===== src/rtl/hdlc_rx_pkg.sv =====
package hdlc_rx_pkg;
  localparam int OCTET_W        = 8;
  localparam int CRC_W          = 16;
  localparam int STUFF_RUN      = 5;
  localparam int FLAG_RUN       = 6;
  // Flag bits that enter the data path before the flag is recognised:
  // its leading zero and five ones.
  localparam int FLAG_DATA_BITS = 6;

  function automatic logic [CRC_W-1:0] crc_octet(
    input logic [CRC_W-1:0]   crc_in,
    input logic [OCTET_W-1:0] octet,
    input logic [CRC_W-1:0]   poly
  );
    logic [CRC_W-1:0] r;
    r = crc_in;
    for (int i = 0; i < OCTET_W; i++) begin
      if (r[0] ^ octet[i]) r = (r >> 1) ^ poly;
      else                 r = r >> 1;
    end
    return r;
  endfunction
endpackage


===== src/rtl/hdlc_rx_line.sv =====
module hdlc_rx_line (
  input  logic clk,
  input  logic rst_n,
  input  logic rx_bit,
  output logic dv,
  output logic dbit,
  output logic flag,
  output logic abort
);
  import hdlc_rx_pkg::*;

  logic [2:0] ones_q, ones_d;
  logic       dv_d, fl_d, ab_d;

  always_comb begin
    ones_d = '0;
    dv_d   = 1'b0;
    fl_d   = 1'b0;
    ab_d   = 1'b0;
    if (rx_bit) begin
      ones_d = (ones_q == 3'd7) ? 3'd7 : ones_q + 3'd1;
      dv_d   = (ones_q < 3'(STUFF_RUN));
      ab_d   = (ones_q == 3'(FLAG_RUN));
    end else begin
      dv_d   = (ones_q < 3'(STUFF_RUN));
      fl_d   = (ones_q == 3'(FLAG_RUN));
    end
  end

  always_ff @(posedge clk) begin
    if (!rst_n) begin
      ones_q <= '0;
      dv     <= 1'b0;
      dbit   <= 1'b0;
      flag   <= 1'b0;
      abort  <= 1'b0;
    end else begin
      ones_q <= ones_d;
      dv     <= dv_d;
      dbit   <= rx_bit;
      flag   <= fl_d;
      abort  <= ab_d;
    end
  end
endmodule


===== src/rtl/hdlc_rx_deser.sv =====
module hdlc_rx_deser #(
  parameter int OCTET_BITS = 8,
  localparam int PH_W = $clog2(OCTET_BITS)
) (
  input  logic                  clk,
  input  logic                  rst_n,
  input  logic                  clr,
  input  logic                  dv,
  input  logic                  dbit,
  output logic [OCTET_BITS-1:0] octet,
  output logic                  stb,
  output logic [PH_W-1:0]       phase
);
  logic [OCTET_BITS-1:0] sh_q;
  logic [OCTET_BITS-1:0] sh_next;

  assign sh_next = {dbit, sh_q[OCTET_BITS-1:1]};

  always_ff @(posedge clk) begin
    if (!rst_n) begin
      sh_q  <= '0;
      phase <= '0;
      octet <= '0;
      stb   <= 1'b0;
    end else begin
      stb <= 1'b0;
      if (clr) begin
        phase <= '0;
      end else if (dv) begin
        sh_q <= sh_next;
        if (phase == PH_W'(OCTET_BITS - 1)) begin
          phase <= '0;
          octet <= sh_next;
          stb   <= 1'b1;
        end else begin
          phase <= phase + PH_W'(1);
        end
      end
    end
  end
endmodule


===== src/rtl/hdlc_rx_crc.sv =====
module hdlc_rx_crc #(
  parameter logic [15:0] POLY = 16'h8408,
  parameter logic [15:0] INIT = 16'hFFFF
) (
  input  logic        clk,
  input  logic        rst_n,
  input  logic        init,
  input  logic        en,
  input  logic [7:0]  octet,
  output logic [15:0] crc
);
  import hdlc_rx_pkg::*;

  always_ff @(posedge clk) begin
    if (!rst_n)    crc <= INIT;
    else if (init) crc <= INIT;
    else if (en)   crc <= crc_octet(crc, octet, POLY);
  end
endmodule


===== src/rtl/hdlc_rx.sv =====
module hdlc_rx #(
  parameter logic [15:0] CRC_POLY    = 16'h8408,
  parameter logic [15:0] CRC_INIT    = 16'hFFFF,
  parameter logic [15:0] CRC_RESIDUE = 16'hF0B8,
  parameter int          MIN_OCTETS  = 4,
  parameter int          HOLD_OCTETS = 2
) (
  input  logic       clk,
  input  logic       rst_n,
  input  logic       rx_bit,
  output logic [7:0] byte_data,
  output logic       byte_valid,
  output logic       byte_sof,
  output logic       frame_end,
  output logic       crc_ok,
  output logic       frame_err,
  output logic       frame_abort
);
  import hdlc_rx_pkg::*;

  localparam int CNT_MAX = (MIN_OCTETS > HOLD_OCTETS) ? MIN_OCTETS : HOLD_OCTETS;
  localparam int CNT_W   = $clog2(CNT_MAX + 1);
  localparam int PH_W    = $clog2(OCTET_W);

  logic               line_dv, line_bit, line_flag, line_abort;
  logic [OCTET_W-1:0] deser_octet;
  logic               deser_stb;
  logic [PH_W-1:0]    deser_phase;
  logic [CRC_W-1:0]   crc_val;

  logic               in_frame;
  logic [CNT_W-1:0]   nocts;
  logic [OCTET_W-1:0] hold_q [HOLD_OCTETS];

  logic accept, closing, aligned, too_short, release_octet;

  assign accept        = deser_stb & in_frame;
  assign closing       = line_flag & in_frame & (nocts != '0);
  assign aligned       = (deser_phase == PH_W'(FLAG_DATA_BITS % OCTET_W));
  assign too_short     = (nocts < CNT_W'(MIN_OCTETS));
  assign release_octet = accept & (nocts >= CNT_W'(HOLD_OCTETS));

  hdlc_rx_line line_i (
    .clk   (clk),
    .rst_n (rst_n),
    .rx_bit(rx_bit),
    .dv    (line_dv),
    .dbit  (line_bit),
    .flag  (line_flag),
    .abort (line_abort)
  );

  hdlc_rx_deser #(.OCTET_BITS(OCTET_W)) deser_i (
    .clk  (clk),
    .rst_n(rst_n),
    .clr  (line_flag | line_abort),
    .dv   (line_dv),
    .dbit (line_bit),
    .octet(deser_octet),
    .stb  (deser_stb),
    .phase(deser_phase)
  );

  hdlc_rx_crc #(.POLY(CRC_POLY), .INIT(CRC_INIT)) crc_i (
    .clk  (clk),
    .rst_n(rst_n),
    .init (line_flag | line_abort),
    .en   (accept),
    .octet(deser_octet),
    .crc  (crc_val)
  );

  always_ff @(posedge clk) begin
    if (!rst_n) begin
      in_frame    <= 1'b0;
      nocts       <= '0;
      byte_data   <= '0;
      byte_valid  <= 1'b0;
      byte_sof    <= 1'b0;
      frame_end   <= 1'b0;
      frame_abort <= 1'b0;
      crc_ok      <= 1'b0;
      frame_err   <= 1'b0;
      for (int i = 0; i < HOLD_OCTETS; i++) hold_q[i] <= '0;
    end else begin
      byte_valid  <= release_octet;
      byte_sof    <= release_octet & (nocts == CNT_W'(HOLD_OCTETS));
      frame_end   <= closing;
      frame_abort <= line_abort & in_frame;
      if (release_octet) byte_data <= hold_q[HOLD_OCTETS-1];
      if (closing) begin
        crc_ok    <= (crc_val == CRC_RESIDUE);
        frame_err <= too_short | ~aligned;
      end
      if (line_flag) begin
        in_frame <= 1'b1;
        nocts    <= '0;
      end else if (line_abort) begin
        in_frame <= 1'b0;
      end else if (accept) begin
        if (nocts != CNT_W'(CNT_MAX)) nocts <= nocts + CNT_W'(1);
        hold_q[0] <= deser_octet;
        for (int i = 1; i < HOLD_OCTETS; i++) hold_q[i] <= hold_q[i-1];
      end
    end
  end
endmodule


===== config.mk =====
export PLATFORM = sky130hd
export DESIGN_NAME = hdlc_rx
export DESIGN_NICKNAME = d
export VERILOG_FILES = /design/src/rtl/hdlc_rx_pkg.sv /design/src/rtl/hdlc_rx_line.sv /design/src/rtl/hdlc_rx_deser.sv /design/src/rtl/hdlc_rx_crc.sv /design/src/rtl/hdlc_rx.sv
export SDC_FILE = /design/constraint.sdc
export NUM_CORES = 1
export LEC_CHECK = 0
export BUFFER_PORTS_ARGS = -buffer_cell sky130_fd_sc_hd__buf_2
export CORE_MARGIN = 2
export CORE_UTILIZATION = 54
export DETAILED_ROUTE_END_ITERATION = 8
export PLACE_DENSITY = 0.84
export SETUP_SLACK_MARGIN = 0.05
export SYNTH_ARGS = -nofsm -noshare
export SYNTH_HDL_FRONTEND = slang
export SYNTH_HIERARCHICAL = 1
export SYNTH_SLANG_ARGS = --single-unit

===== constraint.sdc =====
create_clock -name clk -period 1.7 [get_ports clk]
set_input_delay 0.34 -clock clk [delete_from_list [all_inputs] [get_ports clk]]
set_output_delay 0.34 -clock clk [all_outputs]
set_load 0.02 [all_outputs]

# After elaboration in Yosys (flattened, before gate mapping)
# Memories as Yosys holds them, arrays and structs flattened. A register that Yosys moved wholly into a read port is not among the register bits.
# Index checks and enable logic that the tools add are counted.
dict set report word_totals {
  ff_bits 53
  ram_bits 16
  input_bits 3
  output_inout_bits 14
  elab_cells 116
  n_memories 1
}
# memory words word_bits read_ports rd_ports_with_merged_regs write_ports line
set memory_table {}
lappend memory_table {hold_q 2 8 2 1 2 hdlc_rx.sv:33} ;# logic [OCTET_W-1:0] hold_q [HOLD_OCTETS];
dict set report op_classes {
  addsub 3
  n_lt_le_gt_ge 3
  n_eq_ne 7
  n_mux 42
  bitwise 31
  reduce_logical 11
}
# cell count
set op_table {}
lappend op_table {{two-way mux 16 bit} 29}
lappend op_table {{inverter 2 -> 3 bit} 8}
lappend op_table {{== test 16 bit (second input constant)} 1}
lappend op_table {{two-way mux 8 bit} 2}
lappend op_table {{== test 3 bit (second input constant)} 4}
lappend op_table {{adder 3 x 1 -> 3 bit (second input constant)} 3}
lappend op_table {{two-way mux 1 bit} 9}
lappend op_table {{bitwise XOR 1 bit} 8}
lappend op_table {{AND 1 bit} 6}
lappend op_table {{less-than comparator 3 bit (second input constant)} 2}
lappend op_table {{two-way mux 3 bit} 2}
lappend op_table {{AND reduction 3 bit} 2}
lappend op_table {{OR reduction 2 bit} 3}
lappend op_table {{inverter 1 bit} 5}
lappend op_table {{bitwise OR 1 bit} 4}
lappend op_table {{AND reduction 2 bit} 2}
lappend op_table {{== test 3 x 2 -> 1 bit (second input constant)} 1}
lappend op_table {{>= comparator 3 x 2 -> 1 bit (second input constant)} 1}
lappend op_table {{inequality test 3 bit (second input constant)} 1}
lappend op_table {{nonzero test 3 bit} 1}
lappend op_table {{OR reduction 3 bit} 1}
lappend op_table {{nonzero test 2 bit} 1}
lappend op_table {{zero test 1 bit} 1}

# Longest topological paths before layout
dict set report depth {
  depth_word 37
  ltp_mapped 6
}

# Cells and area by module
# Netlist, hierarchy kept.
# mod n_inst cells_per_inst area_each_um2
set modules_own_cells {}
lappend modules_own_cells {hdlc_rx 1 114 1365.1}
lappend modules_own_cells {hdlc_rx_crc 1 83 899.6}
lappend modules_own_cells {hdlc_rx_deser 1 77 739.5}
lappend modules_own_cells {hdlc_rx_line 1 22 229.0}

# Worst setup path before layout
# OpenSTA, ideal clock, no wires.
dict set report synth_path {
  kind {register -> register}
  startpoint {register line_i.flag}
  endpoint {memory hold_q[0][0], enable pin}
  setup_ps 391
  arrival_time_ps 1399
  required_ps 1309
  setup_slack_ps -90
  stages_incl_launch_ff 3
  path_buffers 0
  path_cell_list {dfxtp_1 -> or2_1 -> o21ai_1}
}
# element line
set synth_lines {}
lappend synth_lines {{from (decl)} hdlc_rx_line.sv:7} ;# output logic flag,
lappend synth_lines {{from (signal assigned)} hdlc_rx_line.sv:41} ;# flag <= fl_d;
lappend synth_lines {{to (decl)} hdlc_rx.sv:33}

# Worst setup path after layout
dict set report layout_path {
  startpoint {register in_frame}
  endpoint {register crc_i.crc[11]}
}
dict set report layout_via {
  elab_chain_cells 1
}
# element line
set layout_lines {}
lappend layout_lines {{from (decl)} hdlc_rx.sv:31} ;# logic in_frame;
lappend layout_lines {{from (signal assigned)} hdlc_rx.sv:75} ;# in_frame <= 1'b0;
lappend layout_lines {{from (signal assigned)} hdlc_rx.sv:96} ;# in_frame <= 1'b1;
lappend layout_lines {{from (signal assigned)} hdlc_rx.sv:99} ;# in_frame <= 1'b0;
lappend layout_lines {{AND 1 bit} hdlc_rx.sv:37} ;# assign accept = deser_stb & in_frame;
lappend layout_lines {{via accept} hdlc_rx.sv:35} ;# logic accept, closing, aligned, too_short, release_octet;
lappend layout_lines {{to (signal assigned)} hdlc_rx_crc.sv:17} ;# else if (en) crc <= crc_octet(crc, octet, POLY);
lappend layout_lines {{to (decl)} hdlc_rx_crc.sv:10} ;# output logic [15:0] crc
# The timed path passes the listed nets, and every way through them passes these cells.
# A chain may end at the register's enable or synchronous reset.

==> out/metrics.cfg <==
[run_status]
status=finished clean

[floorplan]
die_w_um=81.4
rows=28
die-area_um2=6620
pin_count=17
fp.coreArea_um2=5850
start_util_pct=55.3
die_h_um=81.4

[cells_and_area]
regArea_um2=1680
synthToLayoutAreaGrowth_pct=12.2
final_common_cell=dfxtp_1
fin_nets=332
multi_input_area_um2=1460
fin_area_um2=3630
fillers=451
layout_common_cells=dfxtp_1, nand2_1, nor2_1
diodes=0
fin_util_pct=62.0
drive_gt1_share_pct=15.9

[placed_design]
place_hpwl_um=4070
placed_cell_area_um2=3420
gp_congestion=0.831
io_buffers=16

[cts]
root_buffer=clkbuf_8
ctsHoldBuffers=0
cts_tree=done
clock_sinks=76
numCtsBuffers=9
clock_path_buffers=2
clk_pin_slew_ns=0.08
htree_num_levels=3
clk_latency_ns=0.35
cts_resized=0

[hold_path]
min_path_type=primary input to flop

[worst_setup_path]
path_max_fanout=15
cp_cell_sequence=nand2_2 -> inv_2 -> clkinv_1 -> buf_4 -> nor2_1 -> o21ai_0
critical-path-max-stage-delay_ns=0.47
cp-start-kind=flop
required_ns=1.93
crit_arrival_ns=1.78
cp_num_buf_inv=3
slowest_stage=dfxtp_1
endpoint_kind=flop
worstSetupPathType=flop to flop
cp_top_family=buffers and inverters

[synth]
synth.avg_cell_area_um2=10.9
synthArstFlopShare_pct=0
ys.flop_type=dfxtp_1
ys_seq_elements=76
syn_area_um2=3230
syn_inst=296
syn_nets=305
seq_area_frac_synth_pct=52.0
synth_edf_count=16
yosysWarnings=6
ys_types=48

[route]
drc=0
first_pass_iters=4
drt-initial-drc-count=86
vias=2113
ant_nets=0
wirelength_um=5580
wl_per_cell_um=13.9
vias_per_cell=5.24

[grt]
grtUsageTotal_pct=19.2
grt_start_max_net_pins=28
antenna_found_initial=0
grt_pass1_vias=2067
grt_pass1_wl_um=9410
grt_overflow=0

[sta]
fin_skew_ns=0.00950
rsz0062_at_grt=false
tns_ns=0
period_minus_slack_ns=1.55
finalSetupViolCount=0
slew_viol_final=0
max-slew-margin-rel_pct=71.1
hold_violations=0
finalCritPeriodShare_pct=91.0
worst_pin_slew_ns=0.430
max_freq_mhz=646

[power]
finalPower_mw=3.27
power.leakage_nw=1.53
cellPowerDensity_nw_per_um2=901
ir_drop_mv=0.882

[job]
max_cap_violations=0

## registers in the layout, indices dropped and copies added (netlist names), 3 cells and up
name	count
deser_i/sh_q	7
hold_q	16
byte_data	8
line_i/ones_q	3
deser_i/octet	8
nocts	3
crc_i/crc	16
deser_i/phase	3
## routing by layer
metal  up-vias  GRT usage [%]  wire, um
met5         -              0         0
met4         0           5.59        55
met3         5           6.67       262
met2        38           33.3      2830
met1       997           22.3      2440
li1       1073              -         -
## per-stage QoR
| step | std cells | hold WS (ns) | setup WS [ns] |
|---|---|---|---|
| final | 403 | 0.178 | 0.153 |
| after global routing | 403 | 0.171 | 0.0578 |
| after CTS | 403 | 0.171 | 0.170 |
| after detailed placement | 385 | 0.455 | 0.0824 |
| after global placement | 385 | 0.449 | 0.201 |
| after floorplan | 296 | 0.411 | 0.194 |
## Yosys cell counts, drive strengths merged (2+ instances only)
master / n / area share [%]
mux2i: 16 / 5.0
and2: 17 / 3.3
dfxtp: 60 / 37
clkinv: 2 / 0.23
xor2: 4 / 1.3
nor2b: 9 / 1.7
nor3b: 2 / 0.62
o21ai: 17 / 2.6
o211ai: 8 / 1.9
xnor3: 8 / 5.6
inv: 9 / 1.0
clkbuf: 5 / 0.58
ha: 6 / 2.3
nand2: 22 / 2.6
or4: 2 / 0.46
a21oi: 17 / 2.6
buf: 6 / 1.2
nand3: 11 / 1.7
nor3: 3 / 0.46
nor2: 20 / 2.4
xnor2: 13 / 3.8
nand2b: 3 / 0.58
nand4b: 2 / 0.54
nand3b: 3 / 0.70
edfxtp: 16 / 15
nor4: 2 / 0.39
## logic make-up after synthesis
logic type	Yosys count	synth area share (%)
compound gates	47	8.48
flops	76	52.0
fa+ha+maj	6	2.32
mux	16	4.95
simple gates	103	17.8
xor+xnor	26	11.4
buf+inv	22	3.10
## worst reg2reg max path: cells and delay by family, from the launching register on
kind                   cells  cell delay [ns]
flip-flops                 1             0.47
AND/OR/NAND/NOR            2             0.25
AO/OA/AOI/OAI              1             0.11
buffers and inverters      3             0.60
## area by class of cell
| type | instances | share of cell area, % |
|---|---|---|
| timing repair buffer | 27 | 4.48 |
| clock buffer | 10 | 3.52 |
| inverter | 11 | 1.14 |
| multi-input combinational | 198 | 40.1 |
| sequential | 76 | 46.4 |
| tap | 75 | 2.59 |
| clock inverter | 6 | 1.79 |
## power breakdown
part / switching [mW] / internal [mW]
logic: 0.0463 / 0.0265
clock network: 0.646 / 0.677
registers: 0.0122 / 1.86
total: 0.705 / 2.56
## worst paths after layout
kind / slack [ns] / start / end / cells after the start
min: 0.18 / rx_bit / line_i/flag / 2
max reg2reg: 0.15 / in_frame / crc_i/crc[11] / 6
max: 0.15 / in_frame / crc_i/crc[11] / 6
min reg2reg: 0.47 / deser_i/sh_q[1] / deser_i/octet[0] / 2
## repair_timing
item | CTS | global route
hold endpoints to repair | 0 | 0
setup endpoints to repair | 1 | 0
buffers inserted | 2 | 0
Power figures use the tool's default switching activity.
